--- config.mk ---
export PLATFORM = sky130hd
export DESIGN_NAME = tick_divider
export DESIGN_NICKNAME = d
export VERILOG_FILES = /design/src/rtl/tickdiv_pkg.sv /design/src/rtl/tickdiv_wr_check.sv /design/src/rtl/tickdiv_channel.sv /design/src/rtl/tickdiv_readmux.sv /design/src/rtl/tick_divider.sv
export SDC_FILE = /design/constraint.sdc
export NUM_CORES = 1
export LEC_CHECK = 0
export ABC_AREA = 1
export BUFFER_PORTS_ARGS = -buffer_cell sky130_fd_sc_hd__buf_4
export CELL_PAD_IN_SITES_DETAIL_PLACEMENT = 1
export CELL_PAD_IN_SITES_GLOBAL_PLACEMENT = 2
export CORE_UTILIZATION = 38
export CTS_BUF_LIST = sky130_fd_sc_hd__clkbuf_8
export DETAILED_ROUTE_END_ITERATION = 6
export HOLD_SLACK_MARGIN = 0.05
export MAX_ROUTING_LAYER = met4
export PLACE_DENSITY_LB_ADDON = 0.08
export SLEW_MARGIN = 25
export SYNTH_ARGS = -nofsm -noshare
export SYNTH_HDL_FRONTEND = slang
export SYNTH_HIERARCHICAL = 1
export SYNTH_SLANG_ARGS = --single-unit
--- constraint.sdc ---
create_clock -name clk -period 3.5 [get_ports clk]
set_input_delay 0.7 -clock clk [delete_from_list [all_inputs] [get_ports clk]]
set_output_delay 0.7 -clock clk [all_outputs]
set_load 0.05 [all_outputs]
--- src/rtl/tickdiv_pkg.sv ---
package tickdiv_pkg;

    localparam int CODE_W = 3;
    localparam int CNT_W  = 8;
    localparam int XTRA_W = 2;

    typedef enum logic [CODE_W-1:0] {
        RATE_OFF  = 3'd0,
        RATE_500  = 3'd1,
        RATE_50   = 3'd2,
        RATE_60   = 3'd3,
        RATE_100  = 3'd4,
        RATE_2    = 3'd5
    } rate_e;

    typedef struct packed {
        logic [CNT_W-1:0]  cnt;
        logic [XTRA_W-1:0] xtra;
    } ch_state_t;

    typedef struct packed {
        logic [CNT_W-1:0]  reload;
        logic [XTRA_W-1:0] xreload;
    } rate_t;

    function automatic rate_t rate_lookup(logic [CODE_W-1:0] code);
        rate_t r;
        r = '0;
        case (code)
            RATE_500: r.reload = 8'd1;
            RATE_50:  r.reload = 8'd10;
            RATE_60:  begin r.reload = 8'd8; r.xreload = 2'd3; end
            RATE_100: r.reload = 8'd5;
            RATE_2:   r.reload = 8'd250;
            default:  r = '0;
        endcase
        return r;
    endfunction

    function automatic logic code_defined(logic [CODE_W-1:0] code);
        return code <= CODE_W'(RATE_2);
    endfunction

    function automatic logic [CODE_W-1:0] default_code(int ch, int first_live);
        return (ch >= first_live) ? CODE_W'(RATE_500) : CODE_W'(RATE_OFF);
    endfunction

    function automatic ch_state_t fresh_state(logic [CODE_W-1:0] code);
        rate_t     r;
        ch_state_t s;
        r      = rate_lookup(code);
        s.cnt  = r.reload;
        s.xtra = r.xreload;
        return s;
    endfunction

endpackage

--- src/rtl/tickdiv_wr_check.sv ---
module tickdiv_wr_check
    import tickdiv_pkg::*;
#(
    parameter int NUM_CH      = 4,
    parameter int NOOFF_FIRST = 2,
    parameter int LOCKED_CH   = 3,
    parameter int CH_W        = 2
) (
    input  logic                 clk,
    input  logic                 rst,
    input  logic                 wr_en,
    input  logic [CH_W-1:0]      wr_ch,
    input  logic [CODE_W-1:0]    wr_code,
    output logic [NUM_CH-1:0]    load,
    output logic                 err
);

    logic in_range;
    logic locked;
    logic guarded;
    logic legal;

    always_comb begin
        in_range = 1'b0;
        locked   = 1'b0;
        guarded  = 1'b0;
        for (int i = 0; i < NUM_CH; i++) begin
            if (wr_ch == CH_W'(i)) begin
                in_range = 1'b1;
                if (i == LOCKED_CH)   locked  = 1'b1;
                if (i >= NOOFF_FIRST) guarded = 1'b1;
            end
        end
        legal = in_range && !locked && code_defined(wr_code)
                && !(guarded && (wr_code == CODE_W'(RATE_OFF)));
    end

    always_comb begin
        for (int i = 0; i < NUM_CH; i++) begin
            load[i] = wr_en && legal && (wr_ch == CH_W'(i));
        end
    end

    always_ff @(posedge clk) begin
        if (rst) err <= 1'b0;
        else     err <= wr_en && !legal;
    end

endmodule

--- src/rtl/tickdiv_channel.sv ---
module tickdiv_channel
    import tickdiv_pkg::*;
#(
    parameter logic [2:0] RST_CODE = 3'd0
) (
    input  logic               clk,
    input  logic               rst,
    input  logic               tick,
    input  logic               resync,
    input  logic               load,
    input  logic [CODE_W-1:0]  load_code,
    output logic [CODE_W-1:0]  code,
    output ch_state_t          st,
    output logic               irq
);

    rate_t cur;
    assign cur = rate_lookup(code);

    always_ff @(posedge clk) begin
        if (rst) begin
            code <= RST_CODE;
            st   <= fresh_state(RST_CODE);
            irq  <= 1'b0;
        end else begin
            irq <= 1'b0;
            if (load) begin
                code <= load_code;
                st   <= fresh_state(load_code);
            end else if (resync) begin
                st <= fresh_state(code);
            end else if (tick && (st.cnt != '0)) begin
                if (st.cnt == CNT_W'(1)) begin
                    irq <= 1'b1;
                    if (st.xtra == XTRA_W'(1)) begin
                        st.cnt  <= cur.reload + CNT_W'(1);
                        st.xtra <= cur.xreload;
                    end else if (st.xtra != '0) begin
                        st.cnt  <= cur.reload;
                        st.xtra <= st.xtra - XTRA_W'(1);
                    end else begin
                        st.cnt  <= cur.reload;
                    end
                end else begin
                    st.cnt <= st.cnt - CNT_W'(1);
                end
            end
        end
    end

endmodule

--- src/rtl/tickdiv_readmux.sv ---
module tickdiv_readmux
    import tickdiv_pkg::*;
#(
    parameter int NUM_CH = 4,
    parameter int CH_W   = 2
) (
    input  logic [CH_W-1:0]                 sel,
    input  logic [NUM_CH-1:0][CODE_W-1:0]   codes,
    input  ch_state_t [NUM_CH-1:0]          states,
    output logic [CODE_W-1:0]               code_o,
    output logic [CNT_W-1:0]                cnt_o,
    output logic [XTRA_W-1:0]               xtra_o
);

    always_comb begin
        code_o = '0;
        cnt_o  = '0;
        xtra_o = '0;
        for (int i = 0; i < NUM_CH; i++) begin
            if (sel == CH_W'(i)) begin
                code_o = codes[i];
                cnt_o  = states[i].cnt;
                xtra_o = states[i].xtra;
            end
        end
    end

endmodule

--- src/rtl/tick_divider.sv ---
module tick_divider
    import tickdiv_pkg::*;
#(
    parameter int NUM_CH      = 4,
    parameter int NOOFF_FIRST = 2,
    parameter int LOCKED_CH   = NUM_CH - 1,
    localparam int CH_W       = (NUM_CH > 1) ? $clog2(NUM_CH) : 1
) (
    input  logic                clk,
    input  logic                rst,
    input  logic                tick,
    input  logic                resync,
    input  logic                wr_en,
    input  logic [CH_W-1:0]     wr_ch,
    input  logic [CODE_W-1:0]   wr_code,
    input  logic [CH_W-1:0]     rd_ch,
    output logic [CODE_W-1:0]   rd_code,
    output logic [CNT_W-1:0]    rd_cnt,
    output logic [XTRA_W-1:0]   rd_xtra,
    output logic [NUM_CH-1:0]   irq,
    output logic                wr_err
);

    logic [NUM_CH-1:0]             load_v;
    logic [NUM_CH-1:0][CODE_W-1:0] codes_q;
    ch_state_t [NUM_CH-1:0]        states_q;

    tickdiv_wr_check #(
        .NUM_CH      (NUM_CH),
        .NOOFF_FIRST (NOOFF_FIRST),
        .LOCKED_CH   (LOCKED_CH),
        .CH_W        (CH_W)
    ) u_wr (
        .clk     (clk),
        .rst     (rst),
        .wr_en   (wr_en),
        .wr_ch   (wr_ch),
        .wr_code (wr_code),
        .load    (load_v),
        .err     (wr_err)
    );

    for (genvar g = 0; g < NUM_CH; g++) begin : g_ch
        tickdiv_channel #(
            .RST_CODE (default_code(g, NOOFF_FIRST))
        ) u_ch (
            .clk       (clk),
            .rst       (rst),
            .tick      (tick),
            .resync    (resync),
            .load      (load_v[g]),
            .load_code (wr_code),
            .code      (codes_q[g]),
            .st        (states_q[g]),
            .irq       (irq[g])
        );
    end

    tickdiv_readmux #(
        .NUM_CH (NUM_CH),
        .CH_W   (CH_W)
    ) u_rd (
        .sel    (rd_ch),
        .codes  (codes_q),
        .states (states_q),
        .code_o (rd_code),
        .cnt_o  (rd_cnt),
        .xtra_o (rd_xtra)
    );

endmodule

Word-level counts from Yosys, hierarchy flattened
Index checks and enable logic that the tools add are counted.

storage, ports and cells
  register bits = 57
  output and inout port bits = 18
  word-level logic and storage cells = 182

cells by class
  $add $sub $neg = 12
  magnitude comparators = 1
  equality and inequality tests = 39
  muxes and demuxes = 61
  bitwise logic cells = 4
  reduce and logical (&&, ||, !) cells = 48

operator list
  operator                                                            count
  8-bit case mux with 5 select lines                                  5
  10-bit two-way mux                                                  16
  8-bit two-way mux                                                   8
  2-bit two-way mux                                                   17
  8-bit by 1-bit adder with 8-bit output, second input constant       4
  8-bit by 1-bit == test with 1-bit output, second input constant     4
  8-bit nonzero test                                                  4
  8-bit by 1-bit subtractor with 8-bit output, second input constant  4
  3-bit by 2-bit == test with 1-bit output, second input constant     10
  3-bit == test, second input constant                                10
  3-bit nonzero test                                                  8
  4-bit nonzero test                                                  4
  4-bit OR reduction                                                  4
  3-bit by 1-bit == test with 1-bit output, second input constant     5
  1-bit logical AND                                                   14
  2-bit by 1-bit == test with 1-bit output, second input constant     6
  3-bit two-way mux                                                   4
  3-bit AND reduction                                                 4
  1-bit two-way mux                                                   11
  2-bit == test, second input constant                                4
  2-bit nonzero test                                                  4
  2-bit by 1-bit subtractor with 2-bit output, second input constant  4
  2-bit logical NOT                                                   2
  1-bit inverter                                                      4
  other kinds (3)                                                     5

Logic depth before layout (Yosys ltp)
Gate-level depths: netlist (run 1).

  depth after elaboration = 12
  depth in mapped cells = 17
  mapped depth without buffers = 17

Hierarchy
The synthesis (run 1) kept the hierarchy.

modules (own cells, without submodules)
  module                              instances  cells an instance  area each (um^2)  sequential area each (um^2)
  tickdiv_channel (g_ch[2].u_ch ...)  2          196                1,206.2           280.3
  tickdiv_channel (g_ch[0].u_ch ...)  2          189                1,201.2           280.3
  tickdiv_readmux                     1          77                 470.5             0.0
  tickdiv_wr_check                    1          22                 118.9             20.0

Least setup slack after synthesis (run 1)
OpenSTA, ideal clock, no wires.

  path kind = input-to-output
  start point = input port rd_ch[1]
  end point = output port rd_cnt[2]
  data arrival time = 1.549 ns
  required time = 2.800 ns
  setup slack = 1.251 ns
  cell stages on the path = 5
  path buffers = 2
  cell sequence = buf_6 > inv_6 > buf_6 > nand3_1 > nand4_1

between the ends
  cells in the longest elaborated chain, start to end = 5

RTL lines
  item                             line                   RTL
  from (decl)                      tick_divider.sv:16     input logic [CH_W-1:0] rd_ch,
  2-bit logical NOT                tickdiv_readmux.sv:20  if (sel == CH_W'(i)) begin
  8-bit two-way mux (3 in series)  tickdiv_readmux.sv:20
  8-bit two-way mux *              tickdiv_readmux.sv:20
  to (decl)                        tick_divider.sv:18     output logic [CNT_W-1:0] rd_cnt,

Every way passes the cells marked *; elsewhere a longest branch is shown, timed or not.

Worst setup path in the final report (run 1)
  start point = input port rd_ch[0]
  end point = output port rd_code[1]

between the ends
  cells in the longest elaborated chain, start to end = 5

RTL lines
  item                             line                   RTL
  2-bit logical NOT                tickdiv_readmux.sv:20
  3-bit two-way mux (3 in series)  tickdiv_readmux.sv:20
  3-bit two-way mux *              tickdiv_readmux.sv:20
  to (decl)                        tick_divider.sv:17     output logic [CODE_W-1:0] rd_code,

Marked as above.

==> results of run 1 <==
## cell usage after synthesis, drive strengths merged
master   instances  area share
a211oi           2      0.0046
a21boi           2      0.0028
a21oi           63       0.062
a31oi            6      0.0069
buf             14       0.023
clkbuf           6      0.0042
clkinv           8      0.0083
conb             1     0.00069
dfxtp           57        0.21
ha              28       0.065
inv            110       0.078
nand2          213        0.17
nand3          108        0.11
nand4           29       0.034
nor2           108       0.094
o2111ai          2      0.0032
o211ai           8       0.011
o21ai           86       0.088
o22ai            4      0.0046
o31ai            2      0.0028
xnor2            4      0.0065
xor2             8       0.013
## metal layers
metal / vias to the layer above / GRT usage
met4: 0 / 0.07639
li1: 2932 / -
met3: 27 / 0.03994
met2: 86 / 0.4614
met1: 2840 / 0.3526
met5: - / -
## cell families after synthesis
| group | Yosys count | synth area share |
|---|---|---|
| AO/OA/AOI/OAI | 175 | 0.1859 |
| XOR/XNOR | 12 | 0.01945 |
| adder cells (fa/ha/maj) | 28 | 0.06483 |
| buffers and inverters | 138 | 0.1139 |
| flip-flops | 57 | 0.2112 |
| other | 1 | 0.0006939 |
| AND/OR/NAND/NOR | 458 | 0.4040 |
## flip-flops by register name (all words and copies together), names as in the netlist
name and count:
g_ch.u_ch/st 40, u_wr/err 1, g_ch.u_ch/code 12, g_ch.u_ch/irq 4
## worst min path at each step
stage	from	endpoint	slack (ps)	cells after the start
after floorplan	g_ch[0].u_ch/st[1]	g_ch[0].u_ch/st[1]	470	2
after global placement	g_ch[1].u_ch/st[1]	g_ch[1].u_ch/st[1]	500	2
after detailed placement	g_ch[1].u_ch/st[1]	g_ch[1].u_ch/st[1]	520	2
after CTS	g_ch[1].u_ch/st[1]	g_ch[1].u_ch/st[1]	530	2
after global routing	g_ch[2].u_ch/st[1]	g_ch[2].u_ch/st[1]	560	2
final	g_ch[1].u_ch/st[1]	g_ch[1].u_ch/st[1]	530	2
## metrics by stage
stage          utilization  cells  hold WS, ps
2_1_floorplan            -    869        470.5
6_report            0.4272   1077        534.7
3_5_place_dp        0.4122   1061        518.3
3_3_place_gp        0.4122   1061        503.9
4_1_cts             0.4272   1077        527.7
5_1_grt             0.4272   1077        563.5
## tightest hold or removal path, cell delays in order, from the launching register on
cell	delay (ps)
dfxtp_1	320
inv_1	100
a21oi_1	70
## where the power goes
part	switching [µW]	leakage [µW]	internal [µW]	total [µW]
Sequential	115	0.000469	715	829
Combinational	677	0.00223	323	1000
Clock	296	0.000115	381	677
## cell type report
cell class | instances | share of cell area
Multi-Input combinational cell | 674 | 0.6151
Inverter | 118 | 0.07892
Sequential cell | 57 | 0.1924
Tap cell | 180 | 0.03798
Timing Repair Buffer | 32 | 0.04051
Clock buffer | 12 | 0.02785
Clock inverter | 4 | 0.007175
## cell usage in the layout (no fill, tap or decap), types with 2 or more instances in the layout
cell / n
o22ai_1: 4
nand2_1: 190
o21ai_1: 18
xnor2_1: 4
clkbuf_8: 12
a211oi_2: 2
xor2_1: 8
a21oi_1: 58
clkinv_4: 2
o21ai_4: 4
a21oi_2: 5
nand2_2: 13
nand3_2: 9
nor2_4: 6
o21ai_0: 64
buf_4: 32
nor2_1: 84
nand4_1: 29
inv_2: 8
o211ai_1: 8
a31oi_1: 6
a21boi_0: 2
o31ai_1: 2
nand2_4: 10
dfxtp_1: 57
inv_6: 2
inv_1: 102
o2111ai_1: 2
clkinv_1: 2
ha_1: 28
clkinv_2: 5
nor2_2: 17
nand3_1: 99
==> out/metrics.cfg, run 1 <==
[status]
status = complete, no violations

[power]
p_per_area_mw_per_mm2 = 422.6
p_leak_uw = 0.002817
vdd_drop_max_uv = 261.4
power_uw = 2506

[routing]
drt_iter0_markers = 316
avgRoutedWirePerCell_um = 17.57
viasPerCell = 5.464
wl_met3_um = 504
first_pass_iters = 6
top_layer = met4
antenna_left = 0
drt_wl_total_um = 18920
wirelength_met1_um = 8826
vias = 5885
drc_errors = 0
dr_wl_met2_um = 9277

[cts]
ctsHoldBuffers = 0
cts_tree = done
path_clk_slew_ps = 60
cts_made_buffers = 9
h-tree-depth = 3
cts.repair.resized = 0
root_buffer = clkbuf_8
clk_latency_ps = 360
cts_setup_buffers = 0
cts_sinks = 57
clock_path_buffers = 2

[final_layout]
nets = 932
layout.filler_cells = 1924
design_area_mm2 = 0.005929
multi_input_area_mm2 = 0.003647
seq_area_mm2 = 0.001141
antenna_cells = 0
drive_gt1_frac = 0.1438
area_growth_pct = 9.725

[sta]
drv_slew = 0
fin_setup_tns_ps = 0
finalHoldViolations = 0
clock.fmax_mhz = 425.3
period_minus_slack_ps = 2351
fin_ws_ps = 1149
skew_ps = 14.15
setup_viol_count_final = 0
rsz0062_at_grt = no
timing.final.crit_share = 0.6718

[grt]
overflow = 0
grtUsageTotal = 0.2784
grt_antenna_before_repair = 0
grt_max_degree = 29
grt_pass1_vias = 5909
grt_first_pass_wirelength_um = 30580

[critical_path]
r2r_end = g_ch[3].u_ch/st[6]
cp-startpoint = rd_ch[0]
path_depth = 5
cp_data_arrival_time_ps = 1650
worst_path_max_delay_cell = buf_4
reg2reg_depth = 16
worstSetupEndpoint = rd_code[1]
rr_startpoint = g_ch[3].u_ch/code[2]
critPathMaxFanout = 28
cp_num_buf_inv = 3
rrSetupSlack_ps = 1320
critPathKind = input port to output pin
cp-start-kind = input port
crit_required_ps = 2800
worst_setup_path_end_kind = output pin
crit_top_cell = buf_4
path_cells = buf_4, inv_6, nand3_1, nand4_1, buf_4
crit_family = buffers and inverters
cpPeakStageDelay_ps = 310

[die]
ioPinCount = 30
core_area_mm2 = 0.01388
rows = 43
die_y_um = 121.3
die_width_um = 121.3
die-area_mm2 = 0.01470
start_util = 0.3893

[yosys]
synth_cells = 869
ys_seq_elements = 57
yosys_warnings = 6
yosysUniqueCellTypes = 37
syn_nets = 909
synth_seq_area_share = 0.2112
syn_avg_cell_area_um2 = 6.219
syn_area_mm2 = 0.005404

[place]
place.gp.congestion = 0.8489
io_buffers = 29
hpwl_um = 14930
dp_slack_ps = 965.1
dpl_cell_area_mm2 = 0.005722

[run]
cap_violations = 0

[hold_path]
min_path_type = flip-flop to flip-flop

Note: power is estimated with default switching activity, not from simulation.
==> run 2, diff against run 1 <==
--- a/config.mk
+++ b/config.mk
@@ -9,7 +9,7 @@
 export BUFFER_PORTS_ARGS = -buffer_cell sky130_fd_sc_hd__buf_4
 export CELL_PAD_IN_SITES_DETAIL_PLACEMENT = 1
 export CELL_PAD_IN_SITES_GLOBAL_PLACEMENT = 2
-export CORE_UTILIZATION = 38
+export CORE_UTILIZATION = 35
 export CTS_BUF_LIST = sky130_fd_sc_hd__clkbuf_8
 export DETAILED_ROUTE_END_ITERATION = 6
 export HOLD_SLACK_MARGIN = 0.05
==> constraint.sdc (replaced) <==
create_clock -name clk -period 2.2 [get_ports clk]
set_input_delay 0.44 -clock clk [delete_from_list [all_inputs] [get_ports clk]]
set_output_delay 0.44 -clock clk [all_outputs]
set_load 0.05 [all_outputs]
==> run 2 against run 1 <==
Compared with the run above: count of clock-buffer cells in the layout unchanged; total power increased by 60%; via count decreased by 0.54%; highest routed layer unchanged; clock skew decreased by 2.8 ps; first-iteration DRC count decreased by 11%; critical endpoint is now g_ch[1].u_ch/st[6]; routed wire length increased by 1.5%.
==> out/metrics.cfg, run 2 (synthesized netlist as in run 1, its figures left out) <==
[routing]
drt_iter0_markers = 281  ; -11%
antenna_left = 0  ; unchanged
vias = 5853  ; -0.54%
viasPerCell = 5.331  ; -2.4%
first_pass_iters = 5  ; -1
drt_wl_total_um = 19200  ; +1.5%
drc_errors = 0  ; unchanged
avgRoutedWirePerCell_um = 17.49  ; -0.43%

[cts]
path_clk_slew_ps = 70  ; about the same
cts_made_buffers = 9  ; unchanged
cts_sinks = 57  ; unchanged
root_buffer = clkbuf_8
clk_latency_ps = 380  ; +20 ps
cts.repair.resized = 0  ; unchanged
ctsHoldBuffers = 0  ; unchanged
cts_setup_buffers = 0  ; unchanged
cts_tree = done
clock_path_buffers = 2  ; unchanged
h-tree-depth = 3  ; unchanged

[sta]
skew_ps = 11.34  ; -2.814 ps
period_minus_slack_ps = 1951
clock.fmax_mhz = 512.4
drv_slew = 0  ; unchanged
rsz0062_at_grt = no
finalHoldViolations = 0  ; unchanged
fin_setup_tns_ps = 0  ; unchanged
timing.final.crit_share = 0.8870
setup_viol_count_final = 0  ; unchanged

[final_layout]
nets = 945  ; +1.4%
largest_reg_flops = 40  ; unchanged
area_growth_pct = 11.83
layout.filler_cells = 2024  ; +5.2%
layout_common_cells = 190 x nand2_1, 102 x inv_1, 99 x nand3_1, 84 x nor2_1, 64 x o21ai_0
largestRegisters = g_ch.u_ch/st: 40 flops, g_ch.u_ch/code: 12 flops, g_ch.u_ch/irq: 4 flops
layout_commonest_cell = nand2_1
top_register = g_ch.u_ch/st
post_layout_nonfiller_instances = 1098  ; +1.9%
antenna_cells = 0  ; unchanged
drive_gt1_frac = 0.1615  ; +0.01773

[critical_path]
cp-start-kind = flip-flop
cp-startpoint = g_ch[1].u_ch/code[2]
worst_setup_path_end_kind = flip-flop
rrSetupSlack_ps = 250  ; -1070 ps
critPathKind = flip-flop to flip-flop
cp_data_arrival_time_ps = 2260  ; +610 ps
crit_required_ps = 2510  ; -290 ps
critPathMaxFanout = 3  ; -89%
rr_startpoint = g_ch[1].u_ch/code[2]

[die]
start_util = 0.3568  ; -0.03251
rows = 45  ; +4.7%
core_area_mm2 = 0.01515  ; +9.1%
die_width_um = 126.3  ; +4.1%
die-area_mm2 = 0.01594  ; +8.4%
die_y_um = 126.3  ; +4.1%
ioPinCount = 30  ; unchanged

[power]
power_switching_uw = 1735  ; +60%
internal_power_uw = 2269  ; +60%
p_clk_frac = 0.272  ; +0.002
power_uw = 4004  ; +60%
p_per_area_mw_per_mm2 = 662.5  ; +57%
vdd_drop_max_uv = 385.7  ; +48%
p_leak_uw = 0.002884  ; +2.4%
sw_frac_of_total = 0.4334  ; -0.0005112
pwr-share-seq = 0.326  ; -0.005
combPwrFrac = 0.403  ; +0.004

[place]
place_inst = 1082  ; +2.0%
place.gp.congestion = 0.8675  ; +2.2%
hpwl_um = 15500  ; +3.8%
io_buffers = 29  ; unchanged

[grt]
grt_first_pass_wirelength_um = 31710  ; +3.7%
grt_max_degree = 29  ; unchanged
overflow = 0  ; unchanged
grt_pass1_vias = 5974  ; +1.1%
grtUsageTotal = 0.2628  ; -0.01558
grt_antenna_before_repair = 0  ; unchanged

[run]
cap_violations = 0  ; unchanged

[status]
status = complete, no violations

[hold_path]
min_path_type = input port to flip-flop
hold_start = wr_en

-- run 2: path summary, 6_finish.rpt --
kind | end | cells past startpoint
setup / recovery | g_ch[1].u_ch/st[6] | 16
setup reg to reg | g_ch[1].u_ch/st[6] | 16
hold reg to reg | g_ch[0].u_ch/st[1] | 2
hold / removal | u_wr/err | 3
-- run 2: final cells by class --
| class | count | area (µm²) | share of cell area |
|---|---|---|---|
| multi-input cells | 674 | 3647 | 0.6035 |
| repair buffers | 45 | 337.8 | 0.05590 |
| clock buffers | 12 | 165.2 | 0.02733 |
| inverters | 118 | 467.9 | 0.07743 |
| clock inverters | 4 | 42.54 | 0.007039 |
| flip-flops and latches | 57 | 1147 | 0.1899 |
| well taps | 188 | 235.2 | 0.03892 |
-- run 2: critical path: stages, from the launching register on --
cell     delay [ps]
dfxtp_1         340
inv_2            50
ha_1            290
inv_1           100
nand2_1         110
inv_1            70
ha_1            140
nand2_1          70
inv_1            60
nand4_1         110
nor2_2          130
nand2_1          50
nand2_1          60
nand2_1          50
nand2_1          70
nand2_1          70
a21oi_2         130
-- run 2: power groups by stage --
stage | sequential (µW) | clock [µW] | combinational, µW
finish | 1300 | 1090 | 1610
global route | 1320 | 1160 | 1810
CTS | 1300 | 1110 | 1620
detailed placement | 1330 | 0 | 1610
global placement | 1320 | 0 | 1570
floorplan | 1270 | 0 | 1200
-- run 2: metal layers --
metal / up-vias / routed length [µm] / track usage / share of wire
li1: 2954 / - / - / -
met1: 2787 / 9306 / 0.3409 / 0.48
met2: 89 / 8943 / 0.4186 / 0.47
met3: 23 / 630 / 0.04376 / 0.033
met4: 0 / 324 / 0.07583 / 0.017
met5: - / 0 / - / 0
-- run 2: metrics by stage --
stage	cell area, µm²	setup WS, ps	hold slack, ps	util
finish	6043	248.5	342.4	0.3990
global route	6043	4.849	344.7	0.3990
CTS	6037	156.3	328.0	0.3986
detailed placement	5829	60.09	523.9	0.3849
global placement	5829	120.4	523.0	0.3849
floorplan	5404	392.6	470.5	-
